File: config.mk
export PLATFORM = sky130hd
export DESIGN_NAME = instr_entry_seq
export DESIGN_NICKNAME = d
export VERILOG_FILES = /design/src/rtl/instr_entry_pkg.sv /design/src/rtl/field_pick.sv /design/src/rtl/prog_addr_ctr.sv /design/src/rtl/entry_fsm.sv /design/src/rtl/instr_entry_seq.sv
export SDC_FILE = /design/constraint.sdc
export NUM_CORES = 1
export LEC_CHECK = 0
export BUFFER_PORTS_ARGS = -buffer_cell sky130_fd_sc_hd__buf_2
export CORE_ASPECT_RATIO = 0.7
export CORE_UTILIZATION = 44
export DETAILED_ROUTE_END_ITERATION = 10
export GPL_ROUTABILITY_DRIVEN = 0
export GPL_TIMING_DRIVEN = 0
export HOLD_SLACK_MARGIN = 0.03
export PLACE_DENSITY = 0.78
export SYNTH_ARGS = -nofsm -noshare
export SYNTH_HDL_FRONTEND = slang
export SYNTH_HIERARCHICAL = 1
export SYNTH_SLANG_ARGS = --single-unit
File: constraint.sdc
create_clock -name clk -period 1.83 [get_ports clk]
set_input_delay 0.2745 -clock clk [delete_from_list [all_inputs] [get_ports clk]]
set_output_delay 0.2745 -clock clk [all_outputs]
set_load 0.05 [all_outputs]
File: src/rtl/instr_entry_pkg.sv
// Shared types and the category-to-field table of the instruction entry sequencer.
// Assumes a 3-bit category code and four operand fields.
package instr_entry_pkg;

    localparam int NFIELD = 4;   // Src1, Src2, Target, Imm
    localparam int CAT_W  = 3;

    typedef enum logic [3:0] {
        ST_IDLE,
        ST_LATCH,
        ST_CAT,
        ST_FIELD,
        ST_WR,
        ST_CLR,
        ST_MEMWR,
        ST_INCR,
        ST_IRST,
        ST_RUN,
        ST_READ
    } seq_state_t;

    // Field mask per category; bit0 Src1, bit1 Src2, bit2 Target, bit3 Imm.
    function automatic logic [NFIELD-1:0] cat_fields(input logic [CAT_W-1:0] c);
        case (c)
            3'd1:    cat_fields = 4'b0111;
            3'd2:    cat_fields = 4'b1011;
            3'd3:    cat_fields = 4'b1101;
            3'd4:    cat_fields = 4'b1011;
            3'd5:    cat_fields = 4'b1000;
            default: cat_fields = 4'b0000;
        endcase
    endfunction

endpackage

File: src/rtl/field_pick.sv
// Isolates the lowest set bit of a pending-field mask as a one-hot vector.
// Assumes nothing about the input; all-zero input gives all-zero output.
module field_pick #(
    parameter int N = 4
) (
    input  logic [N-1:0] pend,
    output logic [N-1:0] first
);
    // Priority chain: a bit wins when no lower bit is pending.
    for (genvar i = 0; i < N; i++) begin : g_pick
        if (i == 0) begin : g_lo
            assign first[i] = pend[i];
        end else begin : g_hi
            assign first[i] = pend[i] & ~|pend[i-1:0];
        end
    end
endmodule

File: src/rtl/prog_addr_ctr.sv
// Program memory address counter; steps on a one-cycle increment request.
// Assumes the increment is a single-cycle pulse; wraps naturally at 2**W.
module prog_addr_ctr #(
    parameter int W = 10
) (
    input  logic         clk,
    input  logic         rst_n,
    input  logic         inc,
    output logic [W-1:0] addr
);
    // Hold the address, clear on reset, step on request.
    always_ff @(posedge clk) begin
        if (!rst_n)   addr <= '0;
        else if (inc) addr <= addr + 1'b1;
    end
endmodule

File: src/rtl/entry_fsm.sv
// Sequencing state machine: opcode latch, per-field write/clear handshakes,
// memory write, address step, internal reset and result readback.
// Assumes cat is valid the cycle after latch_dec.
module entry_fsm
    import instr_entry_pkg::*;
(
    input  logic              clk,
    input  logic              rst_n,
    input  logic              opc_done,
    input  logic [CAT_W-1:0]  cat,
    input  logic              field_done,
    input  logic              proc_busy,
    output logic              latch_dec,
    output logic [NFIELD-1:0] fld_sel,
    output logic              fld_wr,
    output logic              fld_clr,
    output logic              mem_we,
    output logic              addr_inc,
    output logic              int_rst,
    output logic              res_rd,
    output logic              res_en,
    output logic              halt,
    output logic              wait_n
);
    seq_state_t        state;
    logic [NFIELD-1:0] pending;
    logic [NFIELD-1:0] cur;
    logic [NFIELD-1:0] pick_in;
    logic [NFIELD-1:0] pick_out;

    // Choose which mask feeds the picker: fresh category or what remains.
    always_comb begin
        if (state == ST_CAT) pick_in = cat_fields(cat);
        else                 pick_in = pending & ~cur;
    end

    field_pick #(.N(NFIELD)) u_pick (
        .pend  (pick_in),
        .first (pick_out)
    );

    // State register with pending mask and current-field tracking.
    always_ff @(posedge clk) begin
        if (!rst_n) begin
            state   <= ST_IDLE;
            pending <= '0;
            cur     <= '0;
        end else begin
            case (state)
                ST_IDLE:  if (opc_done) state <= ST_LATCH;
                ST_LATCH: state <= ST_CAT;
                ST_CAT, ST_CLR: begin
                    pending <= pick_in;
                    cur     <= pick_out;
                    state   <= (pick_in == '0) ? ST_MEMWR : ST_FIELD;
                end
                ST_FIELD: if (field_done) state <= ST_WR;
                ST_WR:    state <= ST_CLR;
                ST_MEMWR: state <= ST_INCR;
                ST_INCR:  state <= ST_IRST;
                ST_IRST: begin
                    pending <= '0;
                    cur     <= '0;
                    state   <= ST_RUN;
                end
                ST_RUN:   if (!proc_busy) state <= ST_READ;
                ST_READ:  state <= ST_IDLE;
                default:  state <= ST_IDLE;
            endcase
        end
    end

    // Decode the state into strobes and processor controls.
    always_comb begin
        latch_dec = (state == ST_LATCH);
        fld_sel   = (state == ST_FIELD) ? cur : '0;
        fld_wr    = (state == ST_WR);
        fld_clr   = (state == ST_CLR);
        mem_we    = (state == ST_MEMWR);
        addr_inc  = (state == ST_INCR);
        int_rst   = (state == ST_IRST);
        res_rd    = (state == ST_READ);
        res_en    = (state == ST_READ);
        halt      = (state == ST_LATCH) || (state == ST_CAT) || (state == ST_FIELD)
                 || (state == ST_WR) || (state == ST_CLR) || (state == ST_MEMWR);
        wait_n    = (state == ST_RUN);
    end
endmodule

File: src/rtl/instr_entry_seq.sv
// Top of the instruction entry sequencer: control state machine plus the
// program address counter. Assumes a single clock and synchronous reset.
module instr_entry_seq
    import instr_entry_pkg::*;
#(
    parameter int ADDR_W = 10
) (
    input  logic              clk,
    input  logic              rst_n,
    input  logic              opc_done,
    input  logic [2:0]        cat,
    input  logic              field_done,
    input  logic              proc_busy,
    output logic              latch_dec,
    output logic [3:0]        fld_sel,
    output logic              fld_wr,
    output logic              fld_clr,
    output logic              mem_we,
    output logic              addr_inc,
    output logic              int_rst,
    output logic [ADDR_W-1:0] prog_addr,
    output logic              res_rd,
    output logic              res_en,
    output logic              halt,
    output logic              wait_n
);
    entry_fsm u_fsm (
        .clk        (clk),
        .rst_n      (rst_n),
        .opc_done   (opc_done),
        .cat        (cat),
        .field_done (field_done),
        .proc_busy  (proc_busy),
        .latch_dec  (latch_dec),
        .fld_sel    (fld_sel),
        .fld_wr     (fld_wr),
        .fld_clr    (fld_clr),
        .mem_we     (mem_we),
        .addr_inc   (addr_inc),
        .int_rst    (int_rst),
        .res_rd     (res_rd),
        .res_en     (res_en),
        .halt       (halt),
        .wait_n     (wait_n)
    );

    prog_addr_ctr #(.W(ADDR_W)) u_addr (
        .clk   (clk),
        .rst_n (rst_n),
        .inc   (addr_inc),
        .addr  (prog_addr)
    );
endmodule

==> metrics.cfg <==
[sta]
slew_headroom_pct = 66.85
rsz0062_at_grt = yes
max_freq_mhz = 536.5
finalClockSkew_ps = 4.718
fin_ws_ps = -33.91
timing.final.crit_share_pct = 101.9
tightest_slew_ps = 495.6
min_period_ps = 1864
maxSlewViolCount = 0
setup_viol = 4
timing_hold_violations_final = 0

[worst_setup_path]
critPathArrivalTime_ps = 2010
critPathRequiredTime_ps = 1980
reg2reg_depth = 7
path_buf_inv = 2
crit_family = simple AND/OR/NAND/NOR gates
crit_path_cell_trace = buf_6 > nor4b_4 > buf_4 > mux2_4 > nor4b_2 > o21ai_1 > a21oi_1
cp-start-kind = register
critical_path_cell_count = 7
r2r-start = u_fsm/state[2]
cpPeakStageDelay_ps = 450
critPathSlowestCell = nor4b_4
path_max_fanout = 9
setup.worst_path.end_class = register
reg2reg_setup_slack_ps = -30
worst_r2r_endpoint = u_fsm/cur[3]
crit_type = reg2reg

[clocking]
cts_buffers = 3
cts_root_buf = clkbuf_8
cts_hold_buf = 0
cts_tree = built
cts.sinks = 22
cts_buffer_depth = 2
clk_latency_ps = 270
htree_levels = 1
clk_pin_slew_worst_paths_ps = 90

[placement]
port-buffer-count = 31
dp_hpwl_mm = 2.481
pre_cts_slack_ps = -66.13

[drt]
drc = 0
num_vias = 1469
wire_per_inst_um = 15.80
dr.pass1.iters = 4
viasPerCell = 5.829
drt_iter0_markers = 112
antenna_left = 0
wl_mm = 3.981

[synthesis]
synth_cells = 163
synth_ff_type = dfxtp_1
synth_area_mm2 = 0.001341
synth.distinct_cells = 49
ys_async_sr_fraction_pct = 0
synth_fp_nets = 172
ys_seq_area_share_pct = 32.84
ys_seq_elements = 22
syn_avg_cell_area_um2 = 8.229
synth-edff-count = 0
yosysWarnings = 6

[hold_path]
min_from = rst_n
hp-class = in2reg
whs_path_depth = 2
holdPathEnd = u_fsm/pending[3]

[run_status]
status = finished with violations
violations = setup timing

[power]
ir_drop_mv = 0.4667
clockPowerShare_pct = 29.5
power_per_cell_area_mw_per_mm2 = 822.7
internal_power_uw = 1038
p_comb_share_pct = 38.1
switching_share_pct = 34.06
switching_power_uw = 536.5
pwr-share-seq_pct = 32.4
total_leakage_power_uw = 0.0008389

[finish]
antenna_cells = 0
most-common-layout-cells = 25 x buf_2, 24 x buf_4, 21 x dfxtp_1
layout.nets = 226
layout_commonest_cell = buf_2
area_growth_syn_to_layout_pct = 42.72
fin_util_pct = 67.34
final_layout_size_suffix_gt1_share_pct = 39.81

[floorplanning]
fp.dieW_um = 67.99
pin_count = 32
fp.dieH_um = 48.20
core_mm2 = 0.002843
std_cell_rows = 16
initial_core_util_pct = 47.18
dieArea_mm2 = 0.003277

[global_routing]
grt_max_degree = 14
grt_pass1_wl_mm = 5.285
grt_pass1_vias = 1148
antenna_found_initial = 0
track_usage_pct = 22.21
grt_remaining_overflow = 0

[flow_run]
drv_cap = 0

-- sequential cells by signal, indices dropped and copies added (netlist names) --
register,count
u_fsm/state,4
u_addr/addr,10
u_fsm/cur,4
u_fsm/pending,4
-- cells in the mapped netlist (all sizes together), types with 2 or more instances --
master  count  area share, %
o21a        2            1.1
and2        4            1.9
nand3b      3            1.7
nor2b       5            2.3
a31oi       3            1.9
a21oi       9            3.4
o21ai      10            3.7
a21boi      3            1.7
nor2       11            3.1
and3        8            3.7
mux2i       2            1.5
nand3      10            4.1
nand4       3            1.4
xor2        2            1.3
or4         2            1.1
a22o        3            2.0
nand2       8            2.2
nor4b       2            2.9
a211oi      2            1.1
nor3        4            1.5
buf         8            5.1
clkbuf      2           0.56
inv         7            2.0
dfxtp      22             33
or3         3            1.4
nand2b      6            2.8
xnor2       3            2.0
-- cells by family after synthesis --
| kind of cell | synth area share [%] |
|---|---|
| AO/OA/AOI/OAI | 19.59 |
| XOR/XNOR | 3.266 |
| adder cells (fa/ha/maj) | 0.9327 |
| buffers and inverters | 7.649 |
| flip-flops | 32.84 |
| multiplexers | 2.332 |
| AND/OR/NAND/NOR | 33.40 |
-- metal layers --
layer / wire length (µm) / vias up / GRT usage [%]
li1: - / 693 / -
met1: 1780 / 699 / 28.39
met2: 1825 / 67 / 37.25
met3: 282 / 10 / 6.075
met4: 91 / 0 / 6.667
met5: 0 / - / 0
-- worst max-delay path by stage --
stage,start,to,slack [ps]
after floorplan,u_fsm/state[3],u_addr/addr[7],-190
after global placement,u_fsm/state[3],u_addr/addr[6],-1
after detailed placement,u_fsm/state[2],u_fsm/cur[0],-70
after CTS,u_fsm/state[3],u_fsm/cur[3],8
after global routing,u_fsm/state[2],u_fsm/cur[2],-130
final,u_fsm/state[2],u_fsm/cur[3],-30
-- through the flow --
| stage | instance area (µm²) | power, µW | hold WS (ps) | TNS [ps] | instances |
|---|---|---|---|---|---|
| final | 1914 | 1575 | 313.0 | -76.12 | 252 |
| after global routing | 1914 | 1635 | 322.7 | -790.1 | 252 |
| after CTS | 1735 | 1447 | 312.0 | 0 | 238 |
| after detailed placement | 1614 | 960.3 | 462.4 | -194.6 | 230 |
| after global placement | 1614 | 946.7 | 453.6 | -1.108 | 230 |
| after floorplan | 1414 | 866.0 | 392.0 | -660.2 | 163 |
-- repair_timing --
action | 4_1_cts | 5_1_grt
pin swaps | 4 | 6
setup endpoints to repair | 10 | 16
setup buffers | 4 | 14
resized for setup | 9 | 22
-- worst register-to-register path: cells and delay by family (launching register included) --
family                 cells  cell delay [ps]
AND/OR/NAND/NOR            2              610
AO/OA/AOI/OAI              2              160
buffers and inverters      2              350
multiplexers               1              300
flip-flops                 1              320
-- power by group through the flow --
stage               Sequential [µW]  Clock, µW  Combinational [µW]
CTS                             509        466                 472
global route                    512        488                 634
detailed placement              521          0                 440
floorplan                       519          0                 347
global placement                520          0                 427
finish                          510        464                 601
-- final cells by class --
type	count	area, µm²
Tap cell	36	45.04
Multi-Input combinational cell	124	915.9
Fill cell	224	928.4
Clock buffer	3	41.29
Inverter	7	30.03
Clock inverter	1	30.03
Timing Repair Buffer	49	309.0
Sequential cell	22	441.7
Buffer	10	101.3
Note: power is estimated with default switching activity, not from simulation.
